**config.mk**
```make
export PLATFORM = sky130hd
export DESIGN_NAME = nco_phase_core
export DESIGN_NICKNAME = d
export VERILOG_FILES = /design/src/rtl/nco_pkg.sv /design/src/rtl/nco_regfile.sv /design/src/rtl/nco_accum.sv /design/src/rtl/nco_phase_out.sv /design/src/rtl/nco_phase_core.sv
export SDC_FILE = /design/constraint.sdc
export NUM_CORES = 1
export LEC_CHECK = 0
export BUFFER_PORTS_ARGS = -buffer_cell sky130_fd_sc_hd__buf_2
export CORE_AREA = 2 2 114 116
export CTS_CLUSTER_SIZE = 30
export DETAILED_ROUTE_END_ITERATION = 6
export DIE_AREA = 0 0 116 118
export GPL_TIMING_DRIVEN = 0
export PLACE_DENSITY = 0.78
export SYNTH_ARGS = -nofsm -noshare
export SYNTH_HDL_FRONTEND = slang
export SYNTH_SLANG_ARGS = --single-unit
```
**constraint.sdc**
```tcl
create_clock -name clk_i -period 3.2 [get_ports clk_i]
set_clock_uncertainty 0.05 [all_clocks]
set_input_delay 0.48 -clock clk_i [delete_from_list [all_inputs] [get_ports clk_i]]
set_output_delay 0.48 -clock clk_i [all_outputs]
set_load 0.02 [all_outputs]
```
**src/rtl/nco_pkg.sv**
```systemverilog
package nco_pkg;
  typedef enum logic [1:0] {
    SEL_CTRL = 2'd0,
    SEL_FTW  = 2'd1,
    SEL_POW  = 2'd2,
    SEL_NONE = 2'd3
  } reg_sel_e;

  localparam int unsigned CTRL_AUTO_BIT = 13;
  localparam int unsigned CTRL_HOLD_BIT = 8;

  typedef struct packed {
    logic auto_clr;
    logic hold_clr;
  } clr_ctl_t;
endpackage

```
**src/rtl/nco_regfile.sv**
```systemverilog
module nco_regfile
  import nco_pkg::*;
#(
  parameter int unsigned ACC_W   = 32,
  parameter int unsigned PHASE_W = 14,
  parameter int unsigned DATA_W  = 32
) (
  input  logic               clk_i,
  input  logic               rst_ni,
  input  logic               wr_en_i,
  input  logic [1:0]         wr_addr_i,
  input  logic [DATA_W-1:0]  wr_data_i,
  input  logic               io_update_i,
  output logic [ACC_W-1:0]   ftw_o,
  output logic [PHASE_W-1:0] pow_o,
  output clr_ctl_t           clr_o,
  output logic               upd_q_o
);
  logic [ACC_W-1:0]   ftw_sh, ftw_q;
  logic [PHASE_W-1:0] pow_sh, pow_q;
  clr_ctl_t           clr_sh, clr_q;
  reg_sel_e           sel;

  assign sel = reg_sel_e'(wr_addr_i);

  always_ff @(posedge clk_i or negedge rst_ni) begin
    if (!rst_ni) begin
      ftw_sh <= '0;
      pow_sh <= '0;
      clr_sh <= '0;
    end else if (wr_en_i) begin
      unique case (sel)
        SEL_CTRL: begin
          clr_sh.auto_clr <= wr_data_i[CTRL_AUTO_BIT];
          clr_sh.hold_clr <= wr_data_i[CTRL_HOLD_BIT];
        end
        SEL_FTW:  ftw_sh <= wr_data_i[ACC_W-1:0];
        SEL_POW:  pow_sh <= wr_data_i[PHASE_W-1:0];
        default:  ;
      endcase
    end
  end

  // active set: hold-clear powers up asserted, shadow does not
  always_ff @(posedge clk_i or negedge rst_ni) begin
    if (!rst_ni) begin
      ftw_q   <= '0;
      pow_q   <= '0;
      clr_q   <= '{auto_clr: 1'b0, hold_clr: 1'b1};
      upd_q_o <= 1'b0;
    end else begin
      upd_q_o <= io_update_i;
      if (io_update_i) begin
        ftw_q <= ftw_sh;
        pow_q <= pow_sh;
        clr_q <= clr_sh;
      end
    end
  end

  assign ftw_o = ftw_q;
  assign pow_o = pow_q;
  assign clr_o = clr_q;
endmodule

```
**src/rtl/nco_accum.sv**
```systemverilog
module nco_accum #(
  parameter int unsigned ACC_W   = 32,
  parameter int unsigned PHASE_W = 14
) (
  input  logic               clk_i,
  input  logic               rst_ni,
  input  logic [ACC_W-1:0]   ftw_i,
  input  logic               hold_clr_i,
  input  logic               pulse_clr_i,
  output logic [PHASE_W-1:0] acc_hi_o
);
  logic [ACC_W-1:0] acc_q;
  logic [ACC_W-1:0] acc_d;

  always_comb begin
    if (hold_clr_i || pulse_clr_i) acc_d = '0;
    else                           acc_d = acc_q + ftw_i;
  end

  always_ff @(posedge clk_i or negedge rst_ni) begin
    if (!rst_ni) acc_q <= '0;
    else         acc_q <= acc_d;
  end

  assign acc_hi_o = acc_q[ACC_W-1 -: PHASE_W];
endmodule

```
**src/rtl/nco_phase_out.sv**
```systemverilog
module nco_phase_out #(
  parameter int unsigned PHASE_W = 14
) (
  input  logic               clk_i,
  input  logic               rst_ni,
  input  logic [PHASE_W-1:0] acc_hi_i,
  input  logic [PHASE_W-1:0] pow_i,
  output logic [PHASE_W-1:0] phase_o
);
  always_ff @(posedge clk_i or negedge rst_ni) begin
    if (!rst_ni) phase_o <= '0;
    else         phase_o <= acc_hi_i + pow_i;
  end
endmodule

```
**src/rtl/nco_phase_core.sv**
```systemverilog
module nco_phase_core
  import nco_pkg::*;
#(
  parameter int unsigned ACC_W   = 32,
  parameter int unsigned PHASE_W = 14
) (
  input  logic               clk_i,
  input  logic               rst_ni,
  input  logic               wr_en_i,
  input  logic [1:0]         wr_addr_i,
  input  logic [ACC_W-1:0]   wr_data_i,
  input  logic               io_update_i,
  output logic [PHASE_W-1:0] phase_o
);
  localparam int unsigned DATA_W = ACC_W;

  logic [ACC_W-1:0]   ftw_act;
  logic [PHASE_W-1:0] pow_act;
  logic [PHASE_W-1:0] acc_hi;
  clr_ctl_t           clr_act;
  logic               upd_q;
  logic               pulse_clr;

  nco_regfile #(.ACC_W(ACC_W), .PHASE_W(PHASE_W), .DATA_W(DATA_W)) u_regs (
    .clk_i       (clk_i),
    .rst_ni      (rst_ni),
    .wr_en_i     (wr_en_i),
    .wr_addr_i   (wr_addr_i),
    .wr_data_i   (wr_data_i),
    .io_update_i (io_update_i),
    .ftw_o       (ftw_act),
    .pow_o       (pow_act),
    .clr_o       (clr_act),
    .upd_q_o     (upd_q)
  );

  // auto-clear fires once, on the edge after the strobe
  assign pulse_clr = upd_q & clr_act.auto_clr;

  nco_accum #(.ACC_W(ACC_W), .PHASE_W(PHASE_W)) u_acc (
    .clk_i       (clk_i),
    .rst_ni      (rst_ni),
    .ftw_i       (ftw_act),
    .hold_clr_i  (clr_act.hold_clr),
    .pulse_clr_i (pulse_clr),
    .acc_hi_o    (acc_hi)
  );

  nco_phase_out #(.PHASE_W(PHASE_W)) u_out (
    .clk_i    (clk_i),
    .rst_ni   (rst_ni),
    .acc_hi_i (acc_hi),
    .pow_i    (pow_act),
    .phase_o  (phase_o)
  );
endmodule

```
After elaboration in Yosys (flattened, before gate mapping)
Cells that the tools add are included.
{ "classes": {"n_div": 0, "shift": 0, "n_lt_le_gt_ge": 0, "n_reduce_logical": 5, "bitwise_logic": 1, "add_sub_neg": 2, "muxes": 1, "multipliers": 0, "n_eq_ne": 2} }
{ "op_table": {"columns": ["op", "n"], "rows": [
  ["$add A32 B32 Y32", 1],
  ["$mux W32", 1],
  ["$add A14 B14 Y14", 1],
  ["$reduce_and A2 Y1", 3],
  ["$eq A2 B1 Y1 const B", 1],
  ["$eq A2 B2 Y1 const B", 1],
  ["$logic_not A2 Y1", 1],
  ["$and A1 B1 Y1", 1],
  ["$logic_or A1 B1 Y1", 1]
]} }
{ "word_totals": {"out_inout_bits": 14, "ff_bits": 143, "mem_bits_ro": 0, "ramBits": 0, "wordCells": 22, "n_memories": 0, "latch_bits": 0} }

Logic depth before layout (Yosys ltp)
Gate-level depths: netlist of run 1.
{ "logic_depth": {"word_depth": 3, "mapped_depth": 10, "ltp_nobuf": 10} }

Hierarchy
Synthesis of run 1 repeated with hierarchy kept, for this count alone.
{ "unflattened": {"cells_unflattened": 679, "hier_area_um2": 7726.2} }
{ "by_module_without_submodules": {"columns": ["module", "seq_area_each_um2", "cells_each", "instances", "area_per_inst_um2"], "rows": [
  ["nco_regfile", 2428.6, 205, 1, 3744.8],
  ["nco_accum", 800.8, 369, 1, 2977.9],
  ["nco_phase_out", 350.3, 104, 1, 997.2],
  ["nco_phase_core", 0.0, 1, 1, 6.3]
]} }

Worst setup path after synthesis of run 1
No wires, ideal clock.
{ "synth_timing": {"path_kind": "register -> register", "from": "reg u_regs.ftw_q[0], in the netlist u_regs.ftw_o[0]", "to": "reg u_acc.acc_q[28]", "period_less_slack_ns": 2.424, "required_ns": 3.019, "t_arrival_ns": 2.243, "path_stages_with_launch": 11, "setup_slack_ns": 0.776, "path_cell_list": "dfrtp_1 > ha_1 > inv_1 > fa_1 > nand2b_1 > a21oi_2 > o211ai_2 > a21oi_2 > o31ai_4 > and3_1 > or3_1"} }
{ "synth_via": {"elab_chain_len": 2} }
{ "synth_rtl": {"columns": ["item", "line_no", "text"], "rows": [
  ["from (decl)", "nco_regfile.sv:19", "logic [ACC_W-1:0] ftw_sh, ftw_q;"],
  ["from (signal assigned)", "nco_regfile.sv:54", "ftw_q <= ftw_sh;"],
  ["$add A32 B32 Y32", "nco_accum.sv:17", "else acc_d = acc_q + ftw_i;"],
  ["$mux W32", "nco_accum.sv:16", "if (hold_clr_i || pulse_clr_i) acc_d = '0;"],
  ["via u_acc.acc_d[28]", "nco_accum.sv:13", "logic [ACC_W-1:0] acc_d;"],
  ["to (signal assigned)", "nco_accum.sv:21", "if (!rst_ni) acc_q <= '0;"],
  ["to (signal assigned)", "nco_accum.sv:22", "else acc_q <= acc_d;"],
  ["to (decl)", "nco_accum.sv:12", "logic [ACC_W-1:0] acc_q;"]
]} }
The timed path passes the listed nets, and every way through them passes these cells.
A chain may end at the register's enable or synchronous reset.

Worst setup path after layout of run 1
Ends and elaborated chain as after synthesis.

==> results of run 1 <==
[power groups by stage]
stage,sequential [mW],clock (mW),combinational [mW]
floorplan,2.64,0,2.34
global placement,2.63,0,2.98
detailed placement,2.65,0,3.10
CTS,2.62,1.97,3.15
global route,2.67,2.05,3.51
finish,2.62,1.95,3.17
[worst reg2reg max path, delay by kind of cell, from the launching register on]
kind                     cells  cell delay, ns
AO/OA/AOI/OAI                4            0.90
AND/OR/NAND/NOR              3            0.73
adder cells (fa/ha/maj)      2            0.57
flip-flops                   1            0.35
buffers and inverters        1            0.06
[logic make-up after synthesis]
| group | count (synthesis) | share of synthesized area [%] |
|---|---|---|
| simple gates | 148 | 10.2 |
| xor+xnor | 33 | 3.94 |
| buf+inv | 29 | 2.01 |
| flops | 143 | 48.8 |
| fa+ha+maj | 46 | 8.05 |
| mux | 97 | 14.9 |
| compound gates | 133 | 12.1 |
[sequential cells by signal, indices dropped and copies added (netlist names)]
register	count
u_out.phase_o	14
u_regs.clr_o	2
u_regs.ftw_o	32
u_regs.pow_sh	14
u_regs.clr_sh	2
u_regs.upd_q_o	1
u_regs.pow_o	14
u_regs.ftw_sh	32
u_acc.acc_q	32
[stage by stage]
step,hold slack [ns],setup TNS [ns],utilization (%),instance area [um2]
CTS,0.0271,0,67.9,8430
floorplan,0.134,0,-,7330
detailed placement,0.421,0,63.1,7840
global placement,0.423,-37.32,62.9,7800
global route,0.0574,0,67.9,8430
finish,-0.00629,0,67.9,8430
[metal layers]
metal	wire [um]	vias up	share of wire (%)	global-route usage [%]
li1	-	2437	-	-
met1	7000	2516	43	32.9
met2	7890	104	49	39.5
met3	590	42	3.7	4.84
met4	623	0	3.9	12.9
met5	0	-	0	0
[final timing paths]
| check | to | slack (ns) | cells past startpoint |
|---|---|---|---|
| max reg2reg | u_acc.acc_q[28] | 0.42 | 10 |
| min | u_regs.ftw_sh[7] | -0.006 | 1 |
| min in group clk_i | u_regs.upd_q_o | 0.20 | 1 |
| max in group asynchronous | u_regs.ftw_sh[26] | 2.33 | 2 |
| min reg2reg | u_regs.ftw_o[1] | 0.44 | 2 |
| max | u_acc.acc_q[28] | 0.42 | 10 |
[synthesized netlist by cell type (all sizes together), types with 2 or more instances]
cell type  number
nand2b         10
nor3b           3
o311ai          2
or4             3
mux2i           2
inv             9
nor2           36
nor3           20
o21a            7
o211ai          4
a21o           20
and2            7
or3             3
o21bai          3
clkbuf         10
ha             44
a21oi          53
dfrtp         142
a211oi          7
nand4           9
nand3b          3
o21ai          20
nand3          11
and3            5
mux2           95
a31oi           3
o31ai           4
fa              2
xnor2          21
nor2b           3
xor2           12
buf            10
nand2          33
[cell type report]
type / count / area [um2] / area share (%)
multi-input cells: 457 / 3610 / 42.8
flip-flops and latches: 143 / 3580 / 42.5
repair buffers: 52 / 289 / 3.43
clock buffers: 20 / 467 / 5.54
plain buffers: 20 / 114 / 1.35
well taps: 172 / 215 / 2.55
inverters: 9 / 33.8 / 0.401
clock inverters: 12 / 123 / 1.46
==> results.toml, run 1 <==
[outcome]
outcome = "finished, violations left"
violations = "negative hold slack"

[cells_and_area]
n_fill_cell = 922
drive_above_1_share_pct = 29.0
mostFrequentLayoutCell = "dfrtp_1"
final_cell_mix = "142 x dfrtp_1, 95 x mux2_2, 52 x buf_2, 51 x a21oi_1, 44 x ha_1"
final_cells = 885
area_growth_pct = 14.9
n_antenna_cell = 0
nets = 784

[route]
drc = 0
wire_per_inst_um = 18.2
antenna_left = 0
drt_iter0_markers = 271
viasPerCell = 5.76
wirelength_um = 16100
dr.pass1.iters = 4
num_vias = 5099

[sta]
hold_violations = 6
timing.final.ws_setup_ns = 0.417
finalSetupViolations = 0
max_freq_ghz = 0.359
slew-limit-headroom_pct = 47.4
whs_ns = -0.00629
period_minus_slack_ns = 2.78
finalCritPeriodShare_pct = 87.0
rsz0062_at_grt = "no"
maxSlewViolCount = 0
worst_slew_pin_slew_ns = 0.790

[critical_path]
arrival_ns = 3.04
cp_common_cell = "a21oi_2"
rr_startpoint = "u_regs.ftw_o[0]"
worstPathRequired_ns = 3.46
cp_slowest_stage_delay_ns = 0.39
crit_fanout = 5
cp-start-kind = "register"
crit_family = "compound AO/OA/AOI/OAI gates"
end_kind = "register"
crit_chain = "ha_1 -> inv_1 -> fa_1 -> nand2b_1 -> a21oi_2 -> o211ai_2 -> a21oi_2 -> o31ai_4 -> and3_1 -> or3_1"
path_buf_inv = 1
critical_path_class = "reg -> reg"
critPathLaunch = "u_regs.ftw_o[0]"
crit_slowest_cell = "fa_1"

[die]
initial_core_util_pct = 59.1
std_cell_rows = 41
die_h_um = 118
die_w_um = 116
core_area_um2 = 12400
floorplan.die_area_um2 = 13700
pin_count = 52

[power_and_ir_drop]
intPower_mw = 4.84
powerDensity_nw_per_um2 = 918
p_clk_share_pct = 25.2
power_mw = 7.74
swShare_pct = 37.4
p_sw_mw = 2.90
pwr-share-comb_pct = 41.0
power_frac_seq_pct = 33.9
worst_ir_drop_vdd_mv = 0.463
cellLeakagePower_nw = 3.85

[clock_tree]
htreeDepth = 4
numClockSinks = 143
postCtsSetupRepairBufs = 0
cts_hold_buffers = 0
clk_pin_slew_ns = 0.06
clock_latency_ns = 0.43
clock_path_buffers = 2
cts-root-buf = "clkbuf_16"
numCtsBuffers = 17
cts_resized = 0
cts_tree = "done"

[synthesis]
synth_area_um2 = 7330
synth_nets = 713
synthFlopType = "dfrtp_1"
yosys_warnings = 0
synth_top_area_cell = "dfrtp_1"
yosysSeqAreaShare_pct = 48.8
syn_avg_cell_area_um2 = 11.7
ys_top_cells_by_area = "dfrtp_1 48%, mux2_2 15%, ha_1 7.5%"
synth_edf_count = 0
yosys.area.top_type_share_pct = 48.5
async_flop_share_pct = 100
yosys.cell_types.count = 60
synth_seq_cells = 143
syn_inst = 629

[place]
dp_cells = 853
gp_congestion = 0.909
port_buffers = 51
pre_cts_ws_ns = 0.475
dp_hpwl_um = 11900

[grt]
track_usage_pct = 25.1
antenna_found_initial = 0
grt_overflow_total = 0
grt_pass1_wl_um = 26100
grt_start_max_net_pins = 76
first_global_vias = 5300

[flow_run]
cap_violations = 0

[min_path]
hold_path.class = "in -> async"
Power figures use the tool's default switching activity.
==> inputs of run 2 (changes only) <==
--- a/config.mk
+++ b/config.mk
@@ -6,10 +6,10 @@
 export NUM_CORES = 1
 export LEC_CHECK = 0
 export BUFFER_PORTS_ARGS = -buffer_cell sky130_fd_sc_hd__buf_2
-export CORE_AREA = 2 2 114 116
+export CORE_AREA = 2 2 102 129
 export CTS_CLUSTER_SIZE = 30
 export DETAILED_ROUTE_END_ITERATION = 6
-export DIE_AREA = 0 0 116 118
+export DIE_AREA = 0 0 104 131
 export GPL_TIMING_DRIVEN = 0
 export PLACE_DENSITY = 0.78
 export SYNTH_ARGS = -nofsm -noshare
==> run 2 against run 1 <==
Against the previous run: the flow finishes with violations (design-rule violations); sequential cell count did not move; sequential share of layout area fell by 0.25 points; cell count fell by 0.34%; sequential power barely moved; first-iteration DRC count rose by 6.3%.
==> results.toml, run 2 (synthesized netlist as in run 1, its figures left out) <==
[place]
dp_cells = 849
place_area_um2 = 7830
port_buffers = 51
dp_hpwl_um = 11900
gp_congestion = 0.896

[critical_path]
end_kind = "register"
worstPathRequired_ns = 3.43
arrival_ns = 3.03
path_buf_inv = 1
crit_slowest_cell = "a2111o_1"
crit_chain = "ha_1 -> inv_1 -> fa_1 -> nand2b_1 -> a21oi_2 -> o211ai_2 -> a2111o_1 -> a21oi_1 -> o21a_1 -> nor3_2"
crit_family = "compound AO/OA/AOI/OAI gates"
crit_fanout = 5
cp_slowest_stage_delay_ns = 0.51
critical_path_class = "reg -> reg"
cp-start-kind = "register"

[grt]
grt_start_max_net_pins = 88
first_global_vias = 5332
grt_overflow_total = 0
track_usage_pct = 26.2
antenna_found_initial = 0
grt_pass1_wl_um = 27300

[cells_and_area]
ff_latch_area_um2 = 3580
final_cell_mix = "142 x dfrtp_1, 95 x mux2_2, 52 x buf_2, 51 x a21oi_1, 44 x ha_1"
final_cells = 882
area_growth_pct = 15.6
fin_util_pct = 68.2
multi_input_area_um2 = 3610
mostFrequentLayoutCell = "dfrtp_1"
n_antenna_cell = 0
nets = 785
fin_area_um2 = 8480
drive_above_1_share_pct = 29.0
n_fill_cell = 982

[route]
drc = 1
dr.pass1.iters = 7
drt_iter0_markers = 288
viasPerCell = 5.84
wirelength_um = 16600
wire_per_inst_um = 18.8
antenna_left = 0
num_vias = 5150

[die]
floorplan.die_area_um2 = 13600
initial_core_util_pct = 59.0
die_h_um = 131
pin_count = 52
std_cell_rows = 46
die_w_um = 104
core_area_um2 = 12400

[power_and_ir_drop]
power_mw = 7.95
powerDensity_nw_per_um2 = 938
cellLeakagePower_nw = 3.88
worst_ir_drop_vdd_mv = 0.475

[sta]
final.setup.tns_ns = 0
maxSlewViolCount = 0
finalCritPeriodShare_pct = 87.3
rsz0062_at_grt = "no"
period_minus_slack_ns = 2.79
slew-limit-headroom_pct = 48.3
finalSetupViolations = 0
worst_slew_pin_slew_ns = 0.775
max_freq_ghz = 0.358
hold_violations = 0

[clock_tree]
htreeDepth = 4
cts-root-buf = "clkbuf_16"
cts_tree = "done"
postCtsSetupRepairBufs = 0
numClockSinks = 143
clk_pin_slew_ns = 0.06
cts_resized = 0
clock_path_buffers = 2
numCtsBuffers = 17
clock_latency_ns = 0.43
cts_hold_buffers = 1

[flow_run]
cap_violations = 0

[outcome]
outcome = "finished, violations left"
violations = "design-rule violations"

[min_path]
hold_path.class = "in -> reg"
run 2: cell types whose count changed in the layout (fill, tap and decap cells not counted):
| cell | delta |
|---|---|
| inv_8 | +1 |
| clkinv_4 | -1 |
| bufinv_16 | +3 |
| inv_6 | -1 |
| dlygate4sd3_1 | +1 |
| clkbuf_8 | -3 |
| clkinvlp_4 | -1 |
| clkinv_2 | +2 |
run 2: power breakdown:
| part | internal (mW) | total (mW) | switching (mW) | leakage (nW) |
|---|---|---|---|---|
| Combinational | 1.38 | 3.19 | 1.82 | 1.84 |
| Sequential | 2.32 | 2.62 | 0.305 | 1.73 |
| Clock | 1.32 | 2.13 | 0.812 | 0.307 |
| Total | 5.01 | 7.95 | 2.93 | 3.88 |
run 2: through the flow:
stage          hold WS (ns)  setup WS, ns
2_1_floorplan         0.134         0.776
3_5_place_dp          0.431         0.470
5_1_grt               0.199         0.281
3_3_place_gp          0.424        -0.285
4_1_cts               0.200         0.418
6_report              0.211         0.406
run 2: worst paths after layout:
kind                                       start           endpoint  slack, ns  cells past startpoint
min in group asynchronous                 rst_ni  u_regs.ftw_sh[11]       0.54                      2
worst min register to register  u_regs.ftw_sh[8]    u_regs.ftw_o[8]       0.45                      1
max in group asynchronous                 rst_ni   u_regs.ftw_o[25]       1.75                      3
worst min-delay path                 io_update_i     u_regs.upd_q_o       0.21                      1
worst max-delay path             u_regs.ftw_o[0]    u_acc.acc_q[30]       0.41                     10
worst max register to register   u_regs.ftw_o[0]    u_acc.acc_q[30]       0.41                     10
run 2: area by class of cell:
class                           count  share of cell area (%)
Clock buffer                       17                    5.02
Buffer                             20                    1.34
Tap cell                          168                    2.48
Sequential cell                   143                    42.2
Multi-Input combinational cell    457                    42.5
Timing Repair Buffer               53                    3.53
Clock inverter                     15                    2.46
Inverter                            9                   0.399
run 2: routing by layer:
layer	share of wire [%]	vias to the layer above	GRT usage (%)
met5	0	-	0
met4	3.7	0	12.3
met3	3.2	37	5.36
met2	52	122	45.9
met1	41	2561	31.3
li1	-	2430	-
run 2: worst register-to-register path, cell delays in order, from the launching register on:
cell      delay, ns
dfrtp_1        0.35
ha_1           0.17
inv_1          0.05
fa_1           0.40
nand2b_1       0.20
a21oi_2        0.28
o211ai_2       0.15
a2111o_1       0.51
a21oi_1        0.27
o21a_1         0.16
nor3_2         0.04
==> inputs of run 3 (changes only) <==
--- a/config.mk
+++ b/config.mk
@@ -6,12 +6,13 @@
 export NUM_CORES = 1
 export LEC_CHECK = 0
 export BUFFER_PORTS_ARGS = -buffer_cell sky130_fd_sc_hd__buf_2
-export CORE_AREA = 2 2 102 129
+export CORE_AREA = 2 2 105 132
 export CTS_CLUSTER_SIZE = 30
 export DETAILED_ROUTE_END_ITERATION = 6
-export DIE_AREA = 0 0 104 131
+export DIE_AREA = 0 0 107 134
 export GPL_TIMING_DRIVEN = 0
 export PLACE_DENSITY = 0.78
 export SYNTH_ARGS = -nofsm -noshare
 export SYNTH_HDL_FRONTEND = slang
+export SYNTH_HIERARCHICAL = 1
 export SYNTH_SLANG_ARGS = --single-unit
==> run 3 against run 2 <==
Against the previous run: the run now ends clean; sequential cell count unchanged; count of clock-buffer cells in the layout increased by 1; area after synthesis increased by 5.4%; first-iteration DRC count increased by 26%; fmax decreased by 3.0%; synthesized cell count increased by 7.9%.
==> results.toml, run 3 <==
[outcome]
outcome = "finished, final reports clean"

[place]
place_area_um2 = 8230
dp_hpwl_um = 12800
gp_congestion = 0.979
port_buffers = 51

[die]
std_cell_rows = 47
core_area_um2 = 13100
die_h_um = 134
die_w_um = 107
floorplan.die_area_um2 = 14300
pin_count = 52
initial_core_util_pct = 58.9

[power_and_ir_drop]
swShare_pct = 39.1
p_sw_mw = 3.21
intPower_mw = 5.00
worst_ir_drop_vdd_mv = 0.489
cellLeakagePower_nw = 4.15
power_frac_seq_pct = 32.2
pwr-share-comb_pct = 44.0
p_clk_share_pct = 23.8
power_mw = 8.21
powerDensity_nw_per_um2 = 930

[sta]
maxSlewViolCount = 0
rsz0062_at_grt = "no"
period_minus_slack_ns = 2.88
finalSetupViolations = 0
slew-limit-headroom_pct = 51.9
worst_slew_pin_slew_ns = 0.719
hold_violations = 0
max_freq_ghz = 0.347
finalCritPeriodShare_pct = 90.0

[flow_run]
cap_violations = 0

[clock_tree]
htreeDepth = 4
cts_resized = 0
clock_latency_ns = 0.43
numCtsBuffers = 17
clock_path_buffers = 2
cts-root-buf = "clkbuf_16"
numClockSinks = 143
clk_pin_slew_ns = 0.06
cts_hold_buffers = 1
cts_tree = "done"
postCtsSetupRepairBufs = 0

[min_path]
hold_path.class = "in -> reg"
holdPathStages = 1

[route]
viasPerCell = 5.99
wire_per_inst_um = 18.9
antenna_left = 0
dr.pass1.iters = 5
drc = 0
wirelength_um = 17700
num_vias = 5604
drt_iter0_markers = 363

[critical_path]
critical_path_class = "reg -> reg"
worstPathRequired_ns = 3.46
crit_slowest_cell = "a211oi_1"
reg2regPathDepth = 10
crit_fanout = 4
end_kind = "register"
cp_slowest_stage_delay_ns = 0.48
arrival_ns = 3.14
cp_common_cell = "a211oi_1"
cp-start-kind = "register"
crit_chain = "ha_1 -> inv_1 -> fa_1 -> nor2b_1 -> o211ai_1 -> a211oi_1 -> nor3_2 -> a211oi_1 -> nor3_1 -> o21a_1"

[synthesis]
synthFlopType = "dfrtp_1"
yosysSeqAreaShare_pct = 46.3
synth_top_family_by_area = "multiplexers"
synth_nets = 763
ys_top_cells_by_area = "dfrtp_1 46%, mux2_2 9.6%, ha_1 7.1%"
syn_inst = 679
async_flop_share_pct = 100
synth_area_um2 = 7730
yosys.cell_types.count = 62
synth_seq_cells = 143
synth_common_cells = "142 x dfrtp_1, 66 x mux2_2, 50 x a21oi_1, 49 x nor2_1, 44 x ha_1"
synth_top_area_cell = "dfrtp_1"
synthMuxAreaShare_pct = 15.7
yosys.area_share.adder_pct = 7.64
syn_avg_cell_area_um2 = 11.4
synth_compound_area_share_pct = 11.7
synth_edf_count = 0
yosys_warnings = 6
yosys.area_share.xor_xnor_pct = 3.74
synth-simple-area-share_pct = 10.9
yosysMostFrequentCell = "dfrtp_1"
yosys.area.top_type_share_pct = 46.0

[cells_and_area]
final_cell_mix = "142 x dfrtp_1, 66 x mux2_2, 58 x buf_2, 50 x a21oi_1, 49 x nor2_1"
mostFrequentLayoutCell = "dfrtp_1"
drive_above_1_share_pct = 29.5
fin_area_um2 = 8820
n_antenna_cell = 0
n_fill_cell = 973
nets = 835
area_growth_pct = 14.2

[grt]
grt_overflow_total = 0
track_usage_pct = 26.3
grt_pass1_wl_um = 28900
antenna_found_initial = 0
grt_start_max_net_pins = 86
first_global_vias = 5718
run 3: cell count changes after synthesis, sizes merged, moves of 4 or more:
cell / before / now
buf: 10 / 30
nor2: 36 / 49
nor3: 20 / 11
o21ai: 20 / 27
a21o: 20 / 14
inv: 9 / 15
nand2: 33 / 39
a2111oi: 0 / 4
and3: 5 / 1
nand2b: 10 / 6
nand3: 11 / 15
nor2b: 3 / 7
run 3: kinds of logic (layout without fill, tap and decap cells):
| kind of cell | after synthesis | after routing |
|---|---|---|
| AOI/OAI and AO/OA | 140 | 140 |
| xor gates and xnor gates | 33 | 33 |
| adders and majority gates | 46 | 46 |
| buffers and inverters | 53 | 138 |
| DFF | 143 | 143 |
| muxes | 98 | 98 |
| and+or+nand+nor | 166 | 166 |
run 3: worst max-delay path: cells and delay by family (launching register included):
family	cells	cell delay [ns]
AOI/OAI and AO/OA	4	1.20
adders and majority gates	2	0.59
buffers and inverters	1	0.06
DFF	1	0.37
and+or+nand+nor	3	0.49
run 3: final timing paths:
check                                     start  slack [ns]                to
worst max-delay path            u_regs/ftw_o[0]        0.32   u_acc/acc_q[28]
worst min-delay path                io_update_i        0.18    u_regs/upd_q_o
worst max register to register  u_regs/ftw_o[0]        0.32   u_acc/acc_q[28]
worst min register to register  u_regs/pow_o[0]        0.45  u_out/phase_o[0]
max in group asynchronous                rst_ni        1.77   u_regs/clr_o[0]
min in group asynchronous                rst_ni        0.54  u_out/phase_o[2]
run 3: layout make-up:
| type | instances | area [um2] | area share [%] |
|---|---|---|---|
| inverter | 15 | 56.3 | 0.638 |
| tap | 171 | 214 | 2.42 |
| timing repair buffer | 53 | 299 | 3.39 |
| multi-input combinational | 483 | 3840 | 43.5 |
| clock inverter | 14 | 145 | 1.64 |
| sequential | 143 | 3580 | 40.6 |
| buffer | 38 | 254 | 2.88 |
| clock buffer | 18 | 439 | 4.98 |
run 3: through the flow:
step           instances  setup TNS, ns  util [%]  setup WS, ns  hold slack [ns]
2_1_floorplan        679              0         -         0.824            0.134
3_3_place_gp         901         -39.40      62.5        -0.290            0.429
3_5_place_dp         902              0      62.8         0.412            0.437
4_1_cts              935              0      67.3         0.356            0.166
5_1_grt              935              0      67.3         0.165            0.165
6_report             935              0      67.3         0.320            0.183
run 3: power by group through the flow:
| stage | Sequential [mW] | Combinational [mW] | Clock (mW) |
|---|---|---|---|
| 2_1_floorplan | 2.65 | 2.64 | 0 |
| 3_3_place_gp | 2.64 | 3.38 | 0 |
| 3_5_place_dp | 2.66 | 3.50 | 0 |
| 4_1_cts | 2.64 | 3.55 | 1.99 |
| 5_1_grt | 2.69 | 3.99 | 2.07 |
| 6_report | 2.64 | 3.61 | 1.96 |
run 3: routing by layer:
layer | track usage, % | vias to the layer above | routed length [um]
met2 | 46.1 | 220 | 9000
met5 | 0 | - | 0
met4 | 11.0 | 0 | 615
li1 | - | 2574 | -
met3 | 5.20 | 55 | 887
met1 | 31.6 | 2755 | 7210
